==> config.mk <==
export PLATFORM = sky130hd
export DESIGN_NAME = fpga_serial_loader
export DESIGN_NICKNAME = d
export VERILOG_FILES = /design/src/rtl/cfg_seq_pkg.sv /design/src/rtl/cfg_prescaler.sv /design/src/rtl/cfg_timeout.sv /design/src/rtl/cfg_bit_shifter.sv /design/src/rtl/fpga_serial_loader.sv
export SDC_FILE = /design/constraint.sdc
export NUM_CORES = 1
export LEC_CHECK = 0
export BUFFER_PORTS_ARGS = -buffer_cell sky130_fd_sc_hd__buf_2
export CORE_MARGIN = 3
export CORE_UTILIZATION = 50
export CTS_BUF_LIST = sky130_fd_sc_hd__clkbuf_8
export DETAILED_ROUTE_END_ITERATION = 6
export PLACE_DENSITY = 0.83
export RECOVER_POWER = 25
export SETUP_SLACK_MARGIN = 0.4
export SLEW_MARGIN = 20
export SYNTH_ARGS = -nofsm -noshare
export SYNTH_HDL_FRONTEND = slang
export SYNTH_SLANG_ARGS = --single-unit
==> constraint.sdc <==
create_clock -name clk -period 2 [get_ports clk]
set_input_delay 0.1 -clock clk [delete_from_list [all_inputs] [get_ports clk]]
set_output_delay 0.1 -clock clk [all_outputs]
set_load 0.01 [all_outputs]
==> src/rtl/cfg_seq_pkg.sv <==
package cfg_seq_pkg;

    typedef enum logic [2:0] {
        ST_IDLE,
        ST_PULSE,
        ST_RELEASE,
        ST_FEED,
        ST_SHIFT,
        ST_WAIT_DONE
    } seq_state_e;

    localparam logic [1:0] CODE_NONE      = 2'd0;
    localparam logic [1:0] CODE_INIT_LOW  = 2'd1;
    localparam logic [1:0] CODE_INIT_HIGH = 2'd2;
    localparam logic [1:0] CODE_DONE      = 2'd3;

endpackage

==> src/rtl/cfg_prescaler.sv <==
module cfg_prescaler #(
    parameter int TICK_CYCLES = 100000
) (
    input  logic clk,
    input  logic rst_n,
    input  logic clr,
    output logic tick
);
    localparam int CW = (TICK_CYCLES > 1) ? $clog2(TICK_CYCLES) : 1;
    localparam logic [CW-1:0] CNT_LAST = CW'(TICK_CYCLES - 1);

    logic [CW-1:0] cnt_d, cnt_q;

    assign tick = (cnt_q == CNT_LAST);

    always_comb begin
        cnt_d = cnt_q + CW'(1);
        if (clr || tick) begin
            cnt_d = '0;
        end
    end

    always_ff @(posedge clk or negedge rst_n) begin
        if (!rst_n) begin
            cnt_q <= '0;
        end else begin
            cnt_q <= cnt_d;
        end
    end
endmodule

==> src/rtl/cfg_timeout.sv <==
module cfg_timeout #(
    parameter int W = 8
) (
    input  logic         clk,
    input  logic         rst_n,
    input  logic         clr,
    input  logic         tick,
    input  logic [W-1:0] limit,
    output logic         expired
);
    logic [W-1:0] cnt_d, cnt_q;

    assign expired = tick && (cnt_q == (limit - W'(1)));

    always_comb begin
        cnt_d = cnt_q;
        if (clr) begin
            cnt_d = '0;
        end else if (tick) begin
            cnt_d = cnt_q + W'(1);
        end
    end

    always_ff @(posedge clk or negedge rst_n) begin
        if (!rst_n) begin
            cnt_q <= '0;
        end else begin
            cnt_q <= cnt_d;
        end
    end
endmodule

==> src/rtl/cfg_bit_shifter.sv <==
module cfg_bit_shifter #(
    parameter int CLK_DIV = 4
) (
    input  logic       clk,
    input  logic       rst_n,
    input  logic       load,
    input  logic [7:0] byte_in,
    input  logic       park,
    output logic       sclk,
    output logic       sdo,
    output logic       active,
    output logic       fin
);
    localparam int DW = (CLK_DIV > 1) ? $clog2(CLK_DIV) : 1;
    localparam logic [DW-1:0] DIV_LAST = DW'(CLK_DIV - 1);

    typedef struct packed {
        logic [7:0]    sreg;
        logic [2:0]    bit_cnt;
        logic [DW-1:0] div;
        logic          high;
        logic          active;
        logic          sclk;
        logic          sdo;
        logic          fin;
    } shf_t;

    shf_t d, q;

    assign sclk   = q.sclk;
    assign sdo    = q.sdo;
    assign active = q.active;
    assign fin    = q.fin;

    always_comb begin
        d     = q;
        d.fin = 1'b0;
        if (park) begin
            d.sclk   = 1'b1;
            d.sdo    = 1'b1;
            d.active = 1'b0;
        end else if (load) begin
            d.sreg    = byte_in;
            d.bit_cnt = '0;
            d.div     = '0;
            d.high    = 1'b0;
            d.active  = 1'b1;
            d.sclk    = 1'b0;
            d.sdo     = byte_in[7];
        end else if (q.active) begin
            if (q.div == DIV_LAST) begin
                d.div = '0;
                if (!q.high) begin
                    d.high = 1'b1;
                    d.sclk = 1'b1;
                end else if (q.bit_cnt == 3'd7) begin
                    d.active = 1'b0;
                    d.fin    = 1'b1;
                end else begin
                    d.bit_cnt = q.bit_cnt + 3'd1;
                    d.sreg    = {q.sreg[6:0], 1'b0};
                    d.sdo     = q.sreg[6];
                    d.sclk    = 1'b0;
                    d.high    = 1'b0;
                end
            end else begin
                d.div = q.div + DW'(1);
            end
        end
    end

    always_ff @(posedge clk or negedge rst_n) begin
        if (!rst_n) begin
            q      <= '0;
            q.sclk <= 1'b1;
            q.sdo  <= 1'b1;
        end else begin
            q <= d;
        end
    end


    data_hold_chk: assert property (@(posedge clk) disable iff (!rst_n)
        (q.active && $past(q.active) && q.sclk && $past(q.sclk)) |-> $stable(q.sdo));


    fin_after_high_chk: assert property (@(posedge clk) disable iff (!rst_n)
        q.fin |-> (q.sclk && !q.active));
endmodule

==> src/rtl/fpga_serial_loader.sv <==
module fpga_serial_loader
    import cfg_seq_pkg::*;
#(
    parameter int          CLK_DIV         = 4,
    parameter int          TICK_CYCLES     = 100000,
    parameter int          INIT_LOW_TICKS  = 3,
    parameter int          INIT_HIGH_TICKS = 50,
    parameter int          DONE_TICKS      = 100,
    parameter int          SYNC_BYTES      = 4,
    parameter logic [7:0]  SYNC_BYTE       = 8'hFF
) (
    input  logic       clk,
    input  logic       rst_n,
    input  logic       start,
    input  logic       in_valid,
    input  logic [7:0] in_data,
    input  logic       in_last,
    output logic       in_ready,
    output logic       prog_n,
    output logic       cfg_clk,
    output logic       cfg_dout,
    input  logic       init_n,
    input  logic       done_in,
    output logic       busy,
    output logic       done_ok,
    output logic       err,
    output logic [1:0] err_code
);
    localparam int SW     = $clog2(SYNC_BYTES);
    localparam int MAX_AB = (INIT_LOW_TICKS > INIT_HIGH_TICKS) ? INIT_LOW_TICKS : INIT_HIGH_TICKS;
    localparam int MAX_T  = (MAX_AB > DONE_TICKS) ? MAX_AB : DONE_TICKS;
    localparam int TW     = $clog2(MAX_T + 1);
    localparam logic [SW-1:0] RUN_LAST = SW'(SYNC_BYTES - 1);

    typedef struct packed {
        seq_state_e    state;
        logic          prog_n;
        logic          busy;
        logic          ok;
        logic          err;
        logic [1:0]    code;
        logic [SW-1:0] run;
        logic          synced;
        logic [SW-1:0] pend;
        logic          last;
    } ctl_t;

    ctl_t d, q;

    logic          tick, expired, tmo_clr;
    logic [TW-1:0] limit_sel;
    logic          sh_load, sh_park, sh_active, sh_fin;
    logic [7:0]    sh_byte;
    logic          hs;

    assign in_ready = (q.state == ST_FEED);
    assign hs       = in_valid && in_ready;
    assign sh_park  = (q.state == ST_IDLE);
    assign tmo_clr  = (d.state != q.state);

    assign prog_n   = q.prog_n;
    assign busy     = q.busy;
    assign done_ok  = q.ok;
    assign err      = q.err;
    assign err_code = q.code;

    always_comb begin
        case (q.state)
            ST_PULSE:   limit_sel = TW'(INIT_LOW_TICKS);
            ST_RELEASE: limit_sel = TW'(INIT_HIGH_TICKS);
            default:    limit_sel = TW'(DONE_TICKS);
        endcase
    end

    cfg_prescaler #(.TICK_CYCLES(TICK_CYCLES)) u_presc (
        .clk   (clk),
        .rst_n (rst_n),
        .clr   (tmo_clr),
        .tick  (tick)
    );

    cfg_timeout #(.W(TW)) u_tmo (
        .clk     (clk),
        .rst_n   (rst_n),
        .clr     (tmo_clr),
        .tick    (tick),
        .limit   (limit_sel),
        .expired (expired)
    );

    cfg_bit_shifter #(.CLK_DIV(CLK_DIV)) u_shf (
        .clk     (clk),
        .rst_n   (rst_n),
        .load    (sh_load),
        .byte_in (sh_byte),
        .park    (sh_park),
        .sclk    (cfg_clk),
        .sdo     (cfg_dout),
        .active  (sh_active),
        .fin     (sh_fin)
    );

    always_comb begin
        d       = q;
        sh_load = 1'b0;
        sh_byte = SYNC_BYTE;
        case (q.state)
            ST_IDLE: begin
                if (start) begin
                    d.state  = ST_PULSE;
                    d.prog_n = 1'b0;
                    d.busy   = 1'b1;
                    d.ok     = 1'b0;
                    d.err    = 1'b0;
                    d.code   = CODE_NONE;
                    d.run    = '0;
                    d.synced = 1'b0;
                    d.pend   = '0;
                    d.last   = 1'b0;
                end
            end
            ST_PULSE: begin
                if (!init_n) begin
                    d.state  = ST_RELEASE;
                    d.prog_n = 1'b1;
                end else if (expired) begin
                    d.state  = ST_IDLE;
                    d.prog_n = 1'b1;
                    d.busy   = 1'b0;
                    d.err    = 1'b1;
                    d.code   = CODE_INIT_LOW;
                end
            end
            ST_RELEASE: begin
                if (init_n) begin
                    d.state = ST_FEED;
                end else if (expired) begin
                    d.state = ST_IDLE;
                    d.busy  = 1'b0;
                    d.err   = 1'b1;
                    d.code  = CODE_INIT_HIGH;
                end
            end
            ST_FEED: begin
                if (hs) begin
                    d.last = in_last;
                    if (q.synced) begin
                        sh_load = 1'b1;
                        sh_byte = in_data;
                        d.state = ST_SHIFT;
                    end else if (in_data == SYNC_BYTE && q.run == RUN_LAST) begin
                        d.synced = 1'b1;
                        d.pend   = RUN_LAST;
                        sh_load  = 1'b1;
                        d.state  = ST_SHIFT;
                    end else begin
                        d.run = (in_data == SYNC_BYTE) ? q.run + SW'(1) : '0;
                        if (in_last) begin
                            d.state = ST_IDLE;
                            d.busy  = 1'b0;
                            d.err   = 1'b1;
                            d.code  = CODE_DONE;
                        end
                    end
                end
            end
            ST_SHIFT: begin
                if (sh_fin) begin
                    if (q.pend != '0) begin
                        d.pend  = q.pend - SW'(1);
                        sh_load = 1'b1;
                    end else if (q.last) begin
                        d.state = ST_WAIT_DONE;
                    end else begin
                        d.state = ST_FEED;
                    end
                end
            end
            ST_WAIT_DONE: begin
                if (done_in) begin
                    d.state = ST_IDLE;
                    d.busy  = 1'b0;
                    d.ok    = 1'b1;
                end else if (expired) begin
                    d.state = ST_IDLE;
                    d.busy  = 1'b0;
                    d.err   = 1'b1;
                    d.code  = CODE_DONE;
                end
            end
            default: begin
                d.state = ST_IDLE;
            end
        endcase
    end

    always_ff @(posedge clk or negedge rst_n) begin
        if (!rst_n) begin
            q        <= '0;
            q.state  <= ST_IDLE;
            q.prog_n <= 1'b1;
        end else begin
            q <= d;
        end
    end


    prog_low_busy_chk: assert property (@(posedge clk) disable iff (!rst_n)
        !q.prog_n |-> q.busy);


    ready_vs_shift_chk: assert property (@(posedge clk) disable iff (!rst_n)
        !(in_ready && sh_active));


    status_excl_chk: assert property (@(posedge clk) disable iff (!rst_n)
        !(q.ok && q.err));


    err_code_chk: assert property (@(posedge clk) disable iff (!rst_n)
        q.err |-> (q.code != CODE_NONE && q.prog_n && !q.busy));


    ready_busy_chk: assert property (@(posedge clk) disable iff (!rst_n)
        in_ready |-> q.busy);
endmodule

# Word-level counts from Yosys, hierarchy flattened

Cells that the tools add are included.

Flip-flop bits (word level): 56
Latch bits: 0
RAM bits: 0
ROM bits: 0
Input bits: 15
Output and inout port bits: 9
Logic and storage cells: 163
Memories: 0

$add $sub $neg: 7
Multiply operators: 0
Div/mod/pow operators: 0
Order comparisons: 0
Equal/unequal tests: 31
Shift-type cells: 0
Muxes and demuxes: 74
Bitwise logic cells: 1
Reduce and logical (&&, ||, !) cells: 30

Operators by type and width:

| operator              | count |
|---|---|
| $mux 3                | 19 |
| $mux 17               | 2 |
| $mux 8                | 4 |
| $mux 10               | 3 |
| $ne 2x2->1 const B    | 13 |
| $mux 1                | 21 |
| $pmux 3 s6            | 1 |
| $add 17x1->17 const B | 1 |
| $eq 17x17->1 const B  | 1 |
| $mux 16               | 1 |
| $reduce_bool 2->1     | 8 |
| $mux 15               | 1 |
| $mux 5                | 3 |
| $pmux 3 s5            | 1 |
| $reduce_and 3->1      | 5 |
| $mux 7                | 2 |
| $pmux 7 s2            | 1 |
| $mux 2                | 6 |
| $reduce_and 12->1     | 1 |
| $reduce_bool 3->1     | 4 |
| $reduce_and 5->1      | 2 |
| $eq 3x3->1 const B    | 3 |
| $mux 9                | 1 |
| $reduce_and 9->1      | 1 |
| 27 further kinds      | 38 |

# Depth between registers and ports, before layout

Gate-level depths: netlist of the first run.

Depth in word-level cells: 11
Depth in mapped cells: 9
Gate-level depth less buffers: 8

# Hierarchy

A second synthesis of the first run with hierarchy kept.

Cell total of the unflattened synthesis: 371
Area, all modules: 3520.9 µm²

By module, submodules not included:

| module             | instances | cells an instance | area each (µm²) | seq. area each (µm²) |
|---|---|---|---|---|
| fpga_serial_loader | 1         | 135               | 1149.9          | 376.6 |
| cfg_bit_shifter    | 1         | 92                | 972.2           | 427.9 |
| cfg_prescaler      | 1         | 86                | 845.8           | 425.4 |
| cfg_timeout        | 1         | 58                | 553.0           | 175.2 |

# Least setup slack after synthesis of the first run

OpenSTA, ideal clock, no wires.

Path type: register -> register
Start: register u_presc.cnt_q[0]
End: register u_presc.cnt_q[10]
Library setup time: 0.137 ns
Arrival time: 1.875 ns
Data required time: 1.863 ns
Setup slack: -0.012 ns
Cell stages (with the launch flop): 9
Path buffers: 1
Clock period less this slack: 2.012 ns
Cells stage by stage: dfrtp_1 ha_1 and4_2 nand4_4 a211oi_4 a211oi_2 o221ai_2 buf_6 nor3_1

Longest elaborated chain between the ends: 8
Elaborated cells between the ends (all ways): 12
Classes of those cells: add/sub: 1; eq/ne: 2; mux: 7; reduce/logical: 2

RTL lines:

| element                                 | RTL line                                                                        | source |
|---|---|---|
| from (decl)                             | cfg_prescaler.sv:12                                                             | `logic [CW-1:0] cnt_d, cnt_q;` |
| from (signal assigned)                  | cfg_prescaler.sv:27                                                             | `cnt_q <= cnt_d;` |
| $eq 17x17->1                            | cfg_prescaler.sv:14                                                             | `assign tick = (cnt_q == CNT_LAST);` |
| $logic_and 1x1->1                       | cfg_timeout.sv:13                                                               | `assign expired = tick && (cnt_q == (limit - W'(1)));` |
| $mux 3 / $mux 5 (equally long branches) | fpga_serial_loader.sv:137, fpga_serial_loader.sv:184, fpga_serial_loader.sv:126 |  |
| $mux 3, or another cell as far along    | fpga_serial_loader.sv:180                                                       | `if (done_in) begin` |
| $pmux 3 s6                              | fpga_serial_loader.sv:107                                                       | `case (q.state)` |
| $ne 3x3->1                              | fpga_serial_loader.sv:59                                                        | `assign tmo_clr = (d.state != q.state);` |
| $logic_or 1x1->1                        | cfg_prescaler.sv:18                                                             | `if (clr \|\| tick) begin` |
| $mux 17 (*)                             | cfg_prescaler.sv:18                                                             |  |
| named net u_presc.cnt_d[10]             | cfg_prescaler.sv:12                                                             |  |

The timed path passes the listed nets; every way through them passes the cells marked *. The select of a mux whose other input is x is not followed.
A chain may end at the register's enable or synchronous reset.

# Final worst setup path of the first run

Start: register q[1] in the netlist's numbering
End: register u_presc.cnt_q[10]

Longest elaborated chain between the ends: 7

RTL lines:

| element                     | RTL line                  | source |
|---|---|---|
| from (decl)                 | fpga_serial_loader.sv:48  | `ctl_t d, q;` |
| $reduce_bool 2->1           | fpga_serial_loader.sv:169 | `if (q.pend != '0) begin` |
| $mux 3                      | fpga_serial_loader.sv:169 |  |
| $mux 3                      | fpga_serial_loader.sv:168 | `if (sh_fin) begin` |
| $pmux 3 s6                  | fpga_serial_loader.sv:107 |  |
| $ne 3x3->1                  | fpga_serial_loader.sv:59  |  |
| $logic_or 1x1->1            | cfg_prescaler.sv:18       |  |
| $mux 17                     | cfg_prescaler.sv:18       |  |
| named net u_presc.cnt_d[10] | cfg_prescaler.sv:12       |  |

The timed path passes the listed nets, and every way through them passes these cells.

==> results.json, run 1 <==
{
  "grt_pass1_wl_mm": 15.3,
  "gr-total-overflow": 0,
  "finalSetupTns_ns": -0.0924,
  "grt_start_max_net_pins": 36,
  "maxCapViolations": 0,
  "final_net_count": 467,
  "worst_path_largest_cell_delay_ns": 0.41,
  "hold_path_class": "input port to flip-flop",
  "synthFlopType": "dfrtp_1",
  "setup_violations": 6,
  "slew_violations": 0,
  "numCtsBuffers": 5,
  "critPathArrivalTime_ns": 2.27,
  "via_per_inst": 6.27,
  "ir_drop_v": 0.000743,
  "rsz0062_at_grt": "true",
  "layout_common_cells": "dfrtp_1, buf_4, nor2_1",
  "clockBufferDepth": 2,
  "run_status": "complete, but fails checks",
  "areaGrowthSynthToFinish_pct": 34.9,
  "skew_ns": 0.00423,
  "final_common_cell": "dfrtp_1",
  "synthTopCellsByArea": "dfrtp_1, nor2_1, nand2_1",
  "cpMaxStageDelayCell": "dfrtp_1",
  "crit_type": "flip-flop to flip-flop",
  "wl_per_cell_um": 19.2,
  "cts_tree": "yes",
  "period_share": 1.01,
  "coreArea_um2": 6390,
  "cts.sinks": 56,
  "drc": 0,
  "crit_path_start_kind": "flip-flop",
  "path_max_fanout": 24,
  "syn_avg_cell_area_um2": 9.11,
  "ys_types": 61,
  "failed_checks": "negative setup slack",
  "die_x_um": 87.5,
  "io_pins": 24,
  "synth.top_cell.area_share": 0.399,
  "synth_area_um2": 3320,
  "path_cells": "inv_1, ha_1, nand2_1, nor2_1, o2111a_1, a211oi_2, o221ai_2, buf_12, nor3_1",
  "relSlewSlack": 0.0877,
  "cp_top_family": "compound AO/OA/AOI/OAI gates",
  "die-area_um2": 7660,
  "drive_gt1_frac": 0.386,
  "powerDensity_nw_per_um2": 943,
  "globalplace.congestion": 0.937,
  "antenna_found_initial": 0,
  "num_rows": 29,
  "cts_root_buf": "clkbuf_8",
  "htree_num_levels": 2,
  "leakagePower_nw": 1.96,
  "grt_pass1_vias": 3198,
  "worst_setup_path_end_kind": "flip-flop",
  "clk_latency_ns": 0.32,
  "ys_warn_count": 0,
  "ys_seq_area_frac": 0.423,
  "first_iter_violations": 255,
  "synth-async-reset-ratio": 1.00,
  "start_util": 0.521,
  "postRouteAntennaNets": 0,
  "setup_ws_ns": -0.0272,
  "diodes": 0,
  "synth_fp_nets": 387,
  "p_total_mw": 4.23,
  "dp_hpwl_mm": 5.87,
  "critical_path_buf_inv_count": 2,
  "grt_usage": 0.255,
  "wl_mm": 10.0,
  "clock.fmax_ghz": 0.493,
  "netlist_instances": 365,
  "port-buffer-count": 23,
  "die_h_um": 87.5,
  "hold_violations": 0,
  "dr.pass1.iters": 5,
  "pre_cts_ws_ns": -0.0914,
  "ys_ff_latch": 56,
  "required_ns": 2.24,
  "post-route-min-period_ns": 2.03,
  "nFillCells": 449,
  "vias": 3277,
  "tightest_slew_ns": 1.37,
  "synth_edf_count": 0,
  "yosysTopAreaCell": "dfrtp_1",
  "clk_pin_slew_ns": 0.11
}
layer usage:
layer | GRT usage | part of all wire | vias to the layer above
met5 | 0 | 0 | -
met4 | 0.121 | 0.046 | 0
met3 | 0.0489 | 0.064 | 54
met2 | 0.421 | 0.50 | 175
met1 | 0.323 | 0.39 | 1600
li1 | - | - | 1448
tightest hold or removal path, cell delays in order:
cell     delay (ns)
buf_2          0.12
o22ai_2        0.09
nand2_1        0.06
cell families (layout without fill, tap and decap cells):
family                     after synthesis  in the layout  synth area share
AOI/OAI and AO/OA                       71             72             0.148
DFF                                     56             56             0.423
xor gates and xnor gates                21             21            0.0553
muxes                                   15             15            0.0497
adders and majority gates                7              7            0.0263
buffers and inverters                   29            109            0.0410
and+or+nand+nor                        166            166             0.257
flip-flops by register name, summed over array words and instances, names as in the netlist:
register	cells
busy	1
done_ok	1
err	1
err_code	2
prog_n	1
q	9
u_presc.cnt_q	17
u_shf.active	1
u_shf.fin	1
u_shf.q	13
u_shf.sclk	1
u_shf.sdo	1
u_tmo.cnt_q	7
cell usage after synthesis (5+ instances only):
cell and number:
o21ai_0 18, nand3_1 16, xnor2_1 11, and3_1 7
a31oi_1 6, nand2b_1 7, nor2_1 51, mux2_2 12
dfrtp_1 53, inv_1 12, nand4_1 7, nand2_1 40
a21oi_1 14, clkbuf_1 5, ha_1 7, nor3_1 10
xor2_1 10
final cells by class:
| type | count | area, um2 | area share |
|---|---|---|---|
| well taps | 77 | 96.3 | 0.0215 |
| clock buffers | 5 | 68.8 | 0.0154 |
| inverters | 13 | 51.3 | 0.0114 |
| repair buffers | 88 | 689 | 0.154 |
| multi-input cells | 281 | 2150 | 0.480 |
| flip-flops and latches | 56 | 1410 | 0.314 |
| clock inverters | 3 | 16.3 | 0.00363 |
power by group:
group	leakage (nW)	switching [mW]	internal [mW]
registers	0.717	0.126	1.28
logic	1.20	1.15	1.04
clock network	0.0453	0.399	0.242
total	1.96	1.67	2.55
repair_timing:
action | in CTS | in global routing
endpoints found under the hold margin | 20 | 0
cloned | 2 | 0
hold buffers | 1 | 0
buffers inserted | 7 | 5
endpoints found under the setup margin | 52 | 54
gates resized for setup | 55 | 39
pin swaps | 14 | 13
worst paths after layout:
kind,slack [ns],from,depth (start not counted),end
worst min register to register,0.47,prog_n,2,prog_n
min in group asynchronous,0.61,rst_n,2,u_presc.cnt_q[6]
worst min-delay path,0.07,in_data[7],3,u_shf.sdo
worst max-delay path,-0.03,q[1],9,u_presc.cnt_q[10]
worst max register to register,-0.03,q[1],9,u_presc.cnt_q[10]
max in group asynchronous,0.50,rst_n,3,u_shf.sdo
metrics by stage:
step / hold WS [ns] / util / area (um2) / cells
final: 0.0709 / 0.702 / 4480 / 523
after CTS: 0.0441 / 0.672 / 4290 / 518
after global placement: 0.117 / 0.611 / 3900 / 500
after detailed placement: 0.121 / 0.611 / 3900 / 500
after global routing: 0.0766 / 0.702 / 4480 / 523
after floorplan: -0.196 / - / 3380 / 365
(Power assumes the default switching activity.)
==> inputs of run 2 (changes only) <==
CORE_MARGIN = 5   (was 3)
==> results.json, run 2 (synthesis gave the netlist of run 1 again) <==
{
  "grt_pass1_wl_mm": 14.6,
  "critPathArrivalTime_ns": 2.27,
  "pre_cts_ws_ns": -0.104,
  "layout_common_cells": "buf_4, dfrtp_1, nor2_1",
  "fin_hold_ws_ns": 0.0874,
  "relSlewSlack": 0.102,
  "port-buffer-count": 23,
  "final_net_count": 468,
  "maxCapViolations": 0,
  "cts_tree": "yes",
  "start_util": 0.518,
  "rrSetupSlack_ns": -0.07,
  "hold_path_class": "input port to flip-flop",
  "clockBufferDepth": 2,
  "coreArea_um2": 6420,
  "slew_violations": 0,
  "vias": 3214,
  "die_x_um": 91.5,
  "path_max_fanout": 3,
  "crit_start": "q[4]",
  "clk_pin_slew_ns": 0.11,
  "numCtsBuffers": 5,
  "run_status": "complete, but fails checks",
  "wl_per_cell_um": 18.0,
  "first_iter_violations": 198,
  "clock.fmax_ghz": 0.484,
  "ir_drop_v": 0.000616,
  "cts.sinks": 56,
  "leakagePower_nw": 1.96,
  "worst_setup_path_end_kind": "flip-flop",
  "die-area_um2": 8380,
  "postRouteAntennaNets": 0,
  "period_share": 1.03,
  "required_ns": 2.21,
  "globalplace.congestion": 0.924,
  "dpl_cell_area_um2": 3880,
  "via_per_inst": 6.13,
  "final_util": 0.701,
  "tightest_slew_ns": 1.35,
  "cts_root_buf": "clkbuf_8",
  "failed_checks": "negative setup slack",
  "num_rows": 29,
  "r2r_cells": 8,
  "reg2reg_from": "q[4]",
  "grt_usage": 0.210,
  "clk_latency_ns": 0.32,
  "grt_pass1_vias": 3147,
  "post-route-min-period_ns": 2.07,
  "largest_register_ffs": 17,
  "setup_ws_ns": -0.0650,
  "gr-total-overflow": 0,
  "powerDensity_nw_per_um2": 989,
  "drc": 0,
  "io_pins": 24,
  "rr_endpoint": "err_code[1]",
  "die_h_um": 91.5,
  "rsz0062_at_grt": "true",
  "dr.pass1.iters": 5,
  "htree_num_levels": 2,
  "drive_gt1_frac": 0.391,
  "wl_mm": 9.44,
  "grt_start_max_net_pins": 36,
  "dp_hpwl_mm": 5.93,
  "setup_violations": 18,
  "crit_path_start_kind": "flip-flop",
  "critPathCapture": "err_code[1]",
  "finalInstanceArea_um2": 4500,
  "hold_violations": 0,
  "final_common_cell": "buf_4",
  "diodes": 0,
  "top_register": "u_presc.cnt_q",
  "skew_ns": 0.00650,
  "antenna_found_initial": 0,
  "crit_type": "flip-flop to flip-flop",
  "areaGrowthSynthToFinish_pct": 35.3,
  "biggestRegsByFlops": "u_presc.cnt_q: 17 flops, u_shf.q: 13 flops, q: 9 flops"
}
==> run 2: changes by cell type in the layout (fill, tap and decap cells not counted), sizes merged <==
cell / previous run / this run
clkinvlp: 1 / 0
bufinv: 0 / 1
clkbuf: 8 / 7
buf: 84 / 86
==> run 2: worst min path at each step <==
stage	from	endpoint	depth (start not counted)
6_report	in_data[7]	u_shf.sdo	3
4_1_cts	in_last	q[0]	3
2_1_floorplan	rst_n	busy	0
3_5_place_dp	rst_n	u_presc.cnt_q[7]	1
5_1_grt	in_data[7]	u_shf.sdo	3
3_3_place_gp	rst_n	u_presc.cnt_q[8]	1
==> run 2: power by group <==
part	internal, mW	switching [mW]
Combinational	1.10	1.15
Sequential	1.28	0.129
Clock	0.381	0.407
Total	2.76	1.69
==> run 2: layout make-up <==
class / count / area, um2
Fill cell: 455 / 1920
Timing Repair Buffer: 89 / 684
Multi-Input combinational cell: 281 / 2140
Clock buffer: 5 / 68.8
Tap cell: 77 / 96.3
Inverter: 13 / 51.3
Clock inverter: 3 / 46.3
Sequential cell: 56 / 1410
==> run 2: per-layer routing <==
metal  vias up  wire, um  GRT usage
li1       1456         -          -
met1      1607      4060      0.282
met3        26       501     0.0347
met2       125      4670      0.346
met4         0       201     0.0628
met5         -         0          0
==> run 2: stage by stage <==
stage	std cells	total power, mW	TNS, ns
detailed placement	497	3.13	-1.98
floorplan	365	2.49	0
global placement	497	3.08	-0.324
CTS	513	4.09	-0.959
finish	524	4.45	-0.184
global route	524	4.67	-3.59
==> run 2: repair_timing <==
| action | CTS | global route |
|---|---|---|
| buffers inserted | 5 | 11 |
| cloned | 2 | 0 |
| endpoints found under the setup margin | 50 | 53 |
| gates resized for setup | 52 | 35 |
| pin swaps | 16 | 13 |
| hold buffers | 1 | 0 |
| endpoints found under the hold margin | 20 | 0 |
==> run 2: worst max-delay path, cell delays in order, from the launching register on <==
cell and delay, ns:
dfrtp_1 0.40, ha_2 0.20, buf_6 0.12, a31oi_4 0.18, buf_4 0.15, o211ai_1 0.14
a31oi_2 0.21, or3b_4 0.42, o2bb2ai_2 0.13
==> inputs of run 3 (changes only) <==
ABC_AREA = 1   (was not set)
==> results.json, run 3 <==
{
  "via_per_inst": 5.91,
  "multi_input_area_um2": 1970,
  "clk_pin_slew_ns": 0.12,
  "yosysMostFrequentCell": "nand2_1",
  "crit_type": "flip-flop to flip-flop",
  "path_max_fanout": 6,
  "worst_setup_path_end_kind": "flip-flop",
  "htree_num_levels": 2,
  "areaGrowthSynthToFinish_pct": 36.0,
  "pre_cts_ws_ns": -0.00513,
  "synth-xor-area-share": 0.0379,
  "rsz0062_at_grt": "true",
  "worstHoldStart": "in_data[0]",
  "grt_usage": 0.204,
  "synth_mux_area_frac": 0,
  "cts_root_buf": "clkbuf_8",
  "leakagePower_nw": 1.93,
  "ys_warn_count": 0,
  "slew_violations": 27,
  "top_register": "u_presc.cnt_q",
  "p_total_mw": 5.28,
  "layoutNonFillerInstCount": 554,
  "wl_per_cell_um": 17.8,
  "cp_common_cell": "nand2_4",
  "die_h_um": 90.5,
  "grt_pass1_wl_mm": 13.9,
  "drc": 0,
  "run_status": "complete, but fails checks",
  "synthTopCellsByArea": "dfrtp_1, nand2_1, nor2_1",
  "cts_tree": "yes",
  "grt_util_met2": 0.344,
  "antenna_found_initial": 0,
  "ys_types": 35,
  "setup_ws_ns": -0.175,
  "rrSetupSlack_ns": -0.17,
  "syn_avg_cell_area_um2": 8.12,
  "drive_gt1_frac": 0.411,
  "powerDensity_nw_per_um2": 1200,
  "postRouteAntennaNets": 0,
  "port-buffer-count": 23,
  "gr-usage-met3": 0.0408,
  "reg2reg_from": "q[13]",
  "netlist_instances": 399,
  "largest_register_ffs": 17,
  "start_util": 0.513,
  "clk_latency_ns": 0.33,
  "synth_fp_nets": 421,
  "ir_drop_v": 0.000784,
  "dp.cells": 514,
  "biggestRegsByFlops": "u_presc.cnt_q: 17 flops, u_shf.q: 13 flops, q: 9 flops",
  "hold_violations": 0,
  "cp_top_family": "simple AND/OR/NAND/NOR gates",
  "synth-compound-area-share": 0.0985,
  "post-route-min-period_ns": 2.17,
  "dpl_cell_area_um2": 3640,
  "holdPathEnd": "u_shf.q[10]",
  "relSlewSlack": -0.0581,
  "synth_common_cells": "nand2_1, nor2_1, dfrtp_1",
  "vias": 3273,
  "synthFlopType": "dfrtp_1",
  "grt_pass1_vias": 3012,
  "hold_depth": 3,
  "failed_checks": "max-capacitance violations, max-slew violations, negative setup slack",
  "yosysTopAreaCell": "dfrtp_1",
  "yosys.area_share.simple": 0.330,
  "swShare": 0.449,
  "clockBufferDepth": 2,
  "finalInstanceArea_um2": 4410,
  "required_ns": 2.26,
  "diodes": 0,
  "p_seq_frac": 0.292,
  "final_util": 0.698,
  "hold_path_class": "input port to flip-flop",
  "layout_common_cells": "nand2_1, dfrtp_1, buf_4",
  "gr-total-overflow": 0,
  "path_cells": "inv_4, nand3_4, nand3b_1, nand2_2, nor2_4, nand2_4, nand2_4, nand4_1, nand2_4, nand3_4, clkbuf_16, nor2_2",
  "clock.fmax_ghz": 0.460,
  "p_comb_frac": 0.557,
  "r2r_cells": 12,
  "synth_area_um2": 3240,
  "num_rows": 29,
  "maxCapViolations": 1,
  "die-area_um2": 8190,
  "grtUsageMet1": 0.252,
  "setup_violations": 26,
  "tightest_slew_ns": 1.59,
  "p_int_mw": 2.91,
  "globalplace.congestion": 0.855,
  "cpMaxStageDelayCell": "dfrtp_2",
  "power.switching_mw": 2.37,
  "cts.sinks": 56,
  "power_frac_clock": 0.151,
  "register_area_um2": 1410,
  "ys_seq_area_frac": 0.434,
  "synth-async-reset-ratio": 1.00,
  "top_usage_layer": "met2",
  "synth_edf_count": 0,
  "synth_top_family_by_area": "simple AND/OR/NAND/NOR gates",
  "ys_ff_latch": 56,
  "nFillCells": 419,
  "critical_path_buf_inv_count": 2,
  "skew_ns": 0.0230,
  "synth.top_cell.area_share": 0.409,
  "rr_endpoint": "u_presc.cnt_q[1]",
  "numCtsBuffers": 5,
  "period_share": 1.09,
  "dr.pass1.iters": 5,
  "crit_path_start_kind": "flip-flop",
  "grt_start_max_net_pins": 31,
  "first_iter_violations": 317,
  "synth_adder_area_share": 0.0270,
  "final_net_count": 498,
  "coreArea_um2": 6310,
  "critPathArrivalTime_ns": 2.43,
  "dp_hpwl_mm": 5.38,
  "die_x_um": 90.5,
  "wl_mm": 9.84,
  "io_pins": 24,
  "worst_path_largest_cell_delay_ns": 0.52,
  "final_common_cell": "nand2_1"
}
run 3: cell types whose count changed in the layout (fill, tap and decap cells not counted), sizes merged, moves of 9 or more:
cell	previous run	this run
nand2	41	83
nor2	51	74
inv	14	51
xnor2	11	2
o21ai	18	28
buf	86	72
mux2	12	0
nand3	17	29
run 3: timing repair:
item | in CTS | in global routing
setup endpoints to repair | 48 | 52
buffers inserted | 15 | 14
pin swaps | 11 | 24
cloned | 0 | 2
hold buffers | 1 | 0
endpoints found under the hold margin | 23 | 0
resized for setup | 42 | 58
run 3: area by class of cell:
class,count,share of cell area
Sequential cell,56,0.320
Inverter,50,0.0460
Tap cell,77,0.0219
Clock inverter,3,0.00965
Multi-Input combinational cell,287,0.448
Clock buffer,5,0.0156
Timing Repair Buffer,76,0.139
run 3: how the worst max path moves through the flow:
| stage | start | depth (start not counted) | slack, ns | endpoint |
|---|---|---|---|---|
| finish | q[13] | 12 | -0.17 | u_presc.cnt_q[1] |
| detailed placement | q[1] | 14 | -0.005 | u_tmo.cnt_q[5] |
| floorplan | u_presc.cnt_q[0] | 13 | 0.13 | u_presc.cnt_q[12] |
| CTS | u_presc.cnt_q[0] | 12 | 0.05 | u_presc.cnt_q[5] |
| global placement | q[1] | 14 | 0.09 | u_tmo.cnt_q[5] |
| global route | q[13] | 12 | -0.21 | u_presc.cnt_q[1] |
run 3: routing by layer:
metal	wire length (um)	part of all wire
met5	0	0
met4	492	0.050
met3	574	0.058
met2	5010	0.51
met1	3760	0.38
run 3: worst register-to-register path: cells and delay by family, from the launching register on:
kind,cells,cell delay [ns]
flops,1,0.52
simple gates,10,1.26
buf+inv,2,0.32
run 3: power by group through the flow:
| stage | registers, mW | clock network [mW] | logic (mW) |
|---|---|---|---|
| detailed placement | 1.51 | 0 | 1.88 |
| global placement | 1.50 | 0 | 1.82 |
| CTS | 1.50 | 0.778 | 2.34 |
| finish | 1.54 | 0.797 | 2.94 |
| global route | 1.56 | 0.852 | 3.10 |
| floorplan | 1.50 | 0 | 1.35 |
run 3: logic make-up after synthesis:
logic type	count (synthesis)
fa+ha+maj	7
xor+xnor	14
simple gates	210
buf+inv	56
flops	56
compound gates	56
run 3: metrics by stage:
step	setup TNS, ns	hold slack, ns
CTS	0	0.0498
finish	-2.01	0.0411
global placement	0	0.160
floorplan	0	-0.196
global route	-4.08	0.0552
detailed placement	-0.00513	0.173
